$ cat config.mk
export PLATFORM = sky130hd
export DESIGN_NAME = bom_detector
export DESIGN_NICKNAME = d
export VERILOG_FILES = /design/src/rtl/bom_pkg.sv /design/src/rtl/bom_shift.sv /design/src/rtl/bom_word_match.sv /design/src/rtl/bom_align_fsm.sv /design/src/rtl/bom_qualify.sv /design/src/rtl/bom_detector.sv
export SDC_FILE = /design/constraint.sdc
export NUM_CORES = 1
export LEC_CHECK = 0
export ABC_CLOCK_PERIOD_IN_PS = 2370
export BUFFER_PORTS_ARGS = -buffer_cell sky130_fd_sc_hd__clkbuf_2
export CELL_PAD_IN_SITES_DETAIL_PLACEMENT = 1
export CELL_PAD_IN_SITES_GLOBAL_PLACEMENT = 2
export CORE_MARGIN = 2
export CORE_UTILIZATION = 40
export DETAILED_ROUTE_END_ITERATION = 7
export PLACE_DENSITY_LB_ADDON = 0.1
export SLEW_MARGIN = 15
export SYNTH_ARGS = -nofsm -noshare
export SYNTH_HDL_FRONTEND = slang
export SYNTH_SLANG_ARGS = --single-unit
$ cat constraint.sdc
create_clock -name clk -period 2.37 [get_ports clk]
set_input_delay 0.474 -clock clk [delete_from_list [all_inputs] [get_ports clk]]
set_output_delay 0.474 -clock clk [all_outputs]
set_load 0.02 [all_outputs]
$ cat src/rtl/bom_pkg.sv
package bom_pkg;
    localparam int SYNC_LEN = 8;
    localparam int CODE_W   = 6;
    localparam int WORD_LEN = SYNC_LEN + CODE_W + 2;
    localparam int POS_W    = $clog2(WORD_LEN);
    localparam int THR_W    = 4;
    localparam int THR_MIN  = 1;
    localparam int THR_MAX  = 10;

    typedef logic [CODE_W-1:0] code_t;
    typedef logic [THR_W-1:0]  thr_t;

    typedef enum logic {
        ST_HUNT,
        ST_LOCK
    } align_st_e;

    typedef enum logic [1:0] {
        Q_IDLE,
        Q_RUN,
        Q_MET
    } qual_st_e;

    // Map an out-of-range programmed threshold onto the legal range.
    function automatic thr_t clamp_thr(input thr_t raw);
        if (raw < thr_t'(THR_MIN))
            return thr_t'(THR_MIN);
        else if (raw > thr_t'(THR_MAX))
            return thr_t'(THR_MAX);
        else
            return raw;
    endfunction
endpackage

$ cat src/rtl/bom_shift.sv
module bom_shift
    import bom_pkg::*;
(
    input  logic                clk,
    input  logic                rst_n,
    input  logic                bit_i,
    input  logic                en_i,
    output logic [WORD_LEN-1:0] win_o
);
    // Oldest bit sits at index 0; the incoming bit enters at the top.
    logic [WORD_LEN-1:0] sr_q;

    always_ff @(posedge clk or negedge rst_n) begin
        if (!rst_n)
            sr_q <= '0;
        else if (en_i)
            sr_q <= win_o;
    end

    // Window as it will look once the present bit is shifted in.
    always_comb begin
        win_o = {bit_i, sr_q[WORD_LEN-1:1]};
    end
endmodule

$ cat src/rtl/bom_word_match.sv
module bom_word_match
    import bom_pkg::*;
(
    input  logic [WORD_LEN-1:0] win_i,
    output logic                match_o,
    output code_t               code_o
);
    logic sync_ok;
    logic sep_ok;
    logic tail_ok;

    always_comb begin
        sync_ok = &win_i[SYNC_LEN-1:0];
        sep_ok  = ~win_i[SYNC_LEN];
        tail_ok = ~win_i[WORD_LEN-1];
        match_o = sync_ok & sep_ok & tail_ok;
        // Least significant code bit arrived first and so has the lowest index.
        code_o  = win_i[SYNC_LEN+CODE_W:SYNC_LEN+1];
    end
endmodule

$ cat src/rtl/bom_align_fsm.sv
module bom_align_fsm
    import bom_pkg::*;
(
    input  logic clk,
    input  logic rst_n,
    input  logic en_i,
    input  logic match_i,
    output logic good_o,
    output logic bad_o
);
    align_st_e        st_q, st_d;
    logic [POS_W-1:0] pos_q, pos_d;

    localparam logic [POS_W-1:0] LAST_POS = POS_W'(WORD_LEN - 1);

    always_ff @(posedge clk or negedge rst_n) begin
        if (!rst_n) begin
            st_q  <= ST_HUNT;
            pos_q <= '0;
        end else begin
            st_q  <= st_d;
            pos_q <= pos_d;
        end
    end

    always_comb begin
        st_d   = st_q;
        pos_d  = pos_q;
        good_o = 1'b0;
        bad_o  = 1'b0;
        unique case (st_q)
            ST_HUNT: begin
                if (en_i && match_i) begin
                    good_o = 1'b1;
                    st_d   = ST_LOCK;
                    pos_d  = '0;
                end
            end
            ST_LOCK: begin
                if (en_i) begin
                    if (pos_q == LAST_POS) begin
                        pos_d = '0;
                        if (match_i) begin
                            good_o = 1'b1;
                        end else begin
                            bad_o = 1'b1;
                            st_d  = ST_HUNT;
                        end
                    end else begin
                        pos_d = pos_q + 1'b1;
                    end
                end
            end
            default: st_d = ST_HUNT;
        endcase
    end
endmodule

$ cat src/rtl/bom_qualify.sv
module bom_qualify
    import bom_pkg::*;
(
    input  logic  clk,
    input  logic  rst_n,
    input  logic  good_i,
    input  logic  bad_i,
    input  code_t code_i,
    input  thr_t  thr_i,
    input  logic  clr_i,
    output code_t code_o,
    output logic  valid_o
);
    qual_st_e st_q, st_d;
    thr_t     cnt_q, cnt_d;
    code_t    last_q, last_d;
    code_t    code_q, code_d;
    logic     flag_q, flag_d;
    logic     detect;
    thr_t     thr_eff;

    always_ff @(posedge clk or negedge rst_n) begin
        if (!rst_n) begin
            st_q   <= Q_IDLE;
            cnt_q  <= '0;
            last_q <= '0;
            code_q <= '0;
            flag_q <= 1'b0;
        end else begin
            st_q   <= st_d;
            cnt_q  <= cnt_d;
            last_q <= last_d;
            code_q <= code_d;
            flag_q <= flag_d;
        end
    end

    always_comb begin
        thr_eff = clamp_thr(thr_i);
        st_d    = st_q;
        cnt_d   = cnt_q;
        last_d  = last_q;
        detect  = 1'b0;
        if (bad_i) begin
            st_d  = Q_IDLE;
            cnt_d = '0;
        end else if (good_i) begin
            unique case (st_q)
                Q_IDLE: begin
                    cnt_d  = thr_t'(1);
                    last_d = code_i;
                    detect = (thr_eff == thr_t'(1));
                    st_d   = detect ? Q_MET : Q_RUN;
                end
                Q_RUN: begin
                    last_d = code_i;
                    if (code_i != last_q) begin
                        cnt_d  = thr_t'(1);
                        detect = (thr_eff == thr_t'(1));
                    end else begin
                        cnt_d  = cnt_q + 1'b1;
                        detect = ((cnt_q + 1'b1) >= thr_eff);
                    end
                    st_d = detect ? Q_MET : Q_RUN;
                end
                Q_MET: begin
                    if (code_i != last_q) begin
                        last_d = code_i;
                        cnt_d  = thr_t'(1);
                        detect = (thr_eff == thr_t'(1));
                        st_d   = detect ? Q_MET : Q_RUN;
                    end
                end
                default: st_d = Q_IDLE;
            endcase
        end
    end

    always_comb begin
        code_d = detect ? code_i : code_q;
        if (detect)
            flag_d = 1'b1;
        else if (clr_i)
            flag_d = 1'b0;
        else
            flag_d = flag_q;
        code_o  = code_q;
        valid_o = flag_q;
    end
endmodule

$ cat src/rtl/bom_detector.sv
module bom_detector
    import bom_pkg::*;
(
    input  logic              clk,
    input  logic              rst_n,
    input  logic              dl_bit_i,
    input  logic              dl_en_i,
    input  logic [THR_W-1:0]  rep_thr_i,
    input  logic              clr_i,
    output logic [CODE_W-1:0] msg_code_o,
    output logic              msg_valid_o
);
    logic [WORD_LEN-1:0] win;
    logic                match;
    code_t               cand_code;
    logic                good;
    logic                bad;

    bom_shift u_shift (
        .clk   (clk),
        .rst_n (rst_n),
        .bit_i (dl_bit_i),
        .en_i  (dl_en_i),
        .win_o (win)
    );

    bom_word_match u_match (
        .win_i   (win),
        .match_o (match),
        .code_o  (cand_code)
    );

    bom_align_fsm u_align (
        .clk     (clk),
        .rst_n   (rst_n),
        .en_i    (dl_en_i),
        .match_i (match),
        .good_o  (good),
        .bad_o   (bad)
    );

    bom_qualify u_qual (
        .clk     (clk),
        .rst_n   (rst_n),
        .good_i  (good),
        .bad_i   (bad),
        .code_i  (cand_code),
        .thr_i   (rep_thr_i),
        .clr_i   (clr_i),
        .code_o  (msg_code_o),
        .valid_o (msg_valid_o)
    );
endmodule

==> results.md <==
- Final worst path period need: 2324 ps
- Drt drc: 0
- NetSw: 0.5072 mW
- Die ar.: 5392 um2
- Max FO, Critical Path: 7
- CTS Buf Count: 5
- Post-synth top area share: 50.62%
- Final Util: 50.27%
- Synth Cell Area: 1928 um2
- Peak supply drop: 0.4141 mV
- Sequential share of the synthesized area: 50.62%
- DR vias/cell: 5.613
- Die height: 73.43 um
- Fin area: 2359 um2
- Mean Syn Cell Area: 12.13 um2
- Combinational share of power: 16.8%
- Total Power: 1.818 mW
- Layout Skew: 8.461 ps
- RR Startpoint: u_qual.cnt_q[1]
- Core Area: 4692 um2
- #FFs+latches synth: 39
- Slew HR: 68.17%
- Rows: 25
- Hold WS: 106.8 ps
- Worst-skew pair later-pin latency: 290 ps
- Top_reg_cell synth: dfrtp_1
- Layout Nets: 203
- Clock share of power: 31.5%
- Initial antenna violation count: 0
- Maximum number of pins on one net before global-route repair: 23
- Final Hold Viols: 0
- Leak Pwr: 1.096 nW
- Synth warnings: 0
- FMAX: 0.4303 GHz
- CP Class: reg2reg
- Status: complete, no violations
- Post-DP HPWL: 3004 um
- Pwr Density: 770.9 nW/um2
- Worst-path clk slew: 80 ps
- CTS tree: done
- Post-Route WL: 4120 um
- Hold Crit Class: in2async
- Max Root-Sink Buffers: 2
- Routed wire per std cell: 16.95 um
- Synthesized instance count: 159
- Seq pwr share: 51.7%
- TritonRoute pass-1 iters: 4
- Buffers added on ports: 15
- Total global routing overflow: 0
- Synthesized Nets: 174
- Initial DRC count: 40
- Setup WS post-layout: 46.18 ps
- Layout overhead on the synthesized area: 22.32%
- Clock sinks: 39
- Area leader, netlist: dfrtp_1
- Max-cap violations: 0
- Fin crit share: 98.05%
- Pins Over Slew Limit: 0
- EDFF count, synth: 0
- Pre-CTS setup slack: -264.3 ps
- CP Data Arrival Time: 2500 ps
- Largest cells by area after synthesis: dfrtp_1, mux2_2, ha_1
- GRT Util Overall: 17.10%
- Internal power: 1.311 mW
- Fraction of registers with async set/reset: 100.0%
- Worst reg2reg path depth: 9
- Die width: 73.43 um
- Initial Util: 41.09%
- Synth cell types: 35
- Vias in the first global route: 1,418
- Post-Layout Cell Count: 243
- RD Place Congestion: 0.8221
- WP data required: 2550 ps
- DP Area: 2125 um2
- Reg2reg setup slack: 50 ps
- Vias: 1,364
- # H-tree levels: 2
- Startpoint class of the critical path: register
- Worst setup EP type: register
- Sw Ratio: 27.89%
- Worst Tran Pin Value: 472.5 ps
- DP Cell Count: 233
- Ant. Diodes: 0
- Setup_tns: 0 ps
- Routed Antenna Nets: 0
- Crit Reg-Reg Endpoint: u_qual.code_o[3]
- First-pass GRT wire length: 6810 um
- IO Pins: 16
- Post-CTS Hold Buffers: 0
- Root buffer cell: clkbuf_8
- Setup violators final: 0
- Fraction of layout cells with a size suffix above 1: 43.39%
[flip-flops by register name, indices dropped and copies added, names as in the netlist]
register,count
u_shift.sr_q,15
u_qual.code_o,6
u_align.pos_q,4
u_qual.st_q,2
u_qual.valid_o,1
u_align.st_q,1
u_qual.last_q,6
u_qual.cnt_q,4
[what timing repair did]
action,in CTS,in global routing
gates resized for setup,0,20
buffers inserted,0,2
setup endpoints to repair,0,8
[cell usage after synthesis, types with 3 or more instances]
cell type	n
clkbuf_1	3
a22o_1	5
nor2_1	4
nand3_1	8
o21ai_0	8
mux2_2	27
inv_1	4
nand4_1	4
dfrtp_1	39
nor3_1	4
ha_1	6
a21oi_1	5
xor2_1	6
nand2_1	7
nand2b_1	4
[area by class of cell]
class	instances	area, um2
Multi-Input combinational cell	111	1017
Fill cell	502	2333
Tap cell	54	67.56
Clock inverter	2	35.03
Timing Repair Buffer	27	165.2
Clock buffer	6	82.58
Inverter	4	15.01
Sequential cell	39	975.9
[cells by family after synthesis]
| group | Yosys count | synth area share [%] |
|---|---|---|
| buffers and inverters | 9 | 1.882 |
| and+or+nand+nor | 40 | 12.85 |
| AOI/OAI and AO/OA | 29 | 10.77 |
| muxes | 28 | 16.29 |
| adders and majority gates | 7 | 4.413 |
| xor gates and xnor gates | 7 | 3.180 |
| DFF | 39 | 50.62 |
[how the worst max path moves through the flow]
stage                         start  slack (ps)                to
global placement       rep_thr_i[2]        -220  u_qual.code_o[1]
detailed placement     rep_thr_i[2]        -260  u_qual.code_o[3]
global route           rep_thr_i[3]         -40  u_qual.code_o[3]
finish              u_qual.cnt_q[1]          50  u_qual.code_o[3]
floorplan              rep_thr_i[3]          40  u_qual.code_o[0]
CTS                 u_qual.cnt_q[0]          20  u_qual.code_o[3]
[routing by layer]
| metal | track usage (%) | vias up | part of all wire [%] |
|---|---|---|---|
| met1 | 20.35 | 687 | 42 |
| met4 | 6.061 | 0 | 1.5 |
| met3 | 4.390 | 5 | 3.2 |
| met5 | 0 | - | 0 |
| met2 | 29.83 | 23 | 53 |
| li1 | - | 649 | - |
[cell usage in the layout, fill, tap and decap left out, types with 2 or more instances in the layout]
cell type | Yosys | routed
inv_1 | 4 | 4
ha_4 | 0 | 2
mux2_2 | 27 | 21
nand3_2 | 1 | 2
a21oi_1 | 5 | 5
and3_2 | 2 | 2
clkbuf_2 | 0 | 15
nor3_1 | 4 | 2
nand3_1 | 8 | 7
dfrtp_1 | 39 | 39
xor2_1 | 6 | 6
nor2_1 | 4 | 4
mux2_4 | 0 | 6
o31ai_1 | 2 | 2
nand4_1 | 4 | 4
nand2b_4 | 0 | 2
clkbuf_8 | 0 | 6
a22o_1 | 5 | 5
nand2b_1 | 4 | 2
nor4_4 | 2 | 2
o21ai_0 | 8 | 8
ha_1 | 6 | 3
buf_4 | 0 | 12
nor3_2 | 0 | 2
nand2_1 | 7 | 6
o211ai_1 | 2 | 2
[power by group through the flow]
stage	Sequential (mW)	Clock (mW)	Combinational (mW)
2_1_floorplan	0.904	0	0.241
3_3_place_gp	0.939	0	0.285
3_5_place_dp	0.954	0	0.306
4_1_cts	0.940	0.592	0.307
5_1_grt	0.966	0.628	0.346
6_report	0.940	0.572	0.306
[worst max-delay path: stages, from the launching register on]
cell and delay (ps):
dfrtp_1 430, ha_4 190, nand2b_4 140, nand2_4 50, ha_4 250, nor3_2 40
nor3_2 260, nand3_2 130, a21oi_4 370, mux2_4 340
No activity file was read; power rests on OpenSTA's default activity.
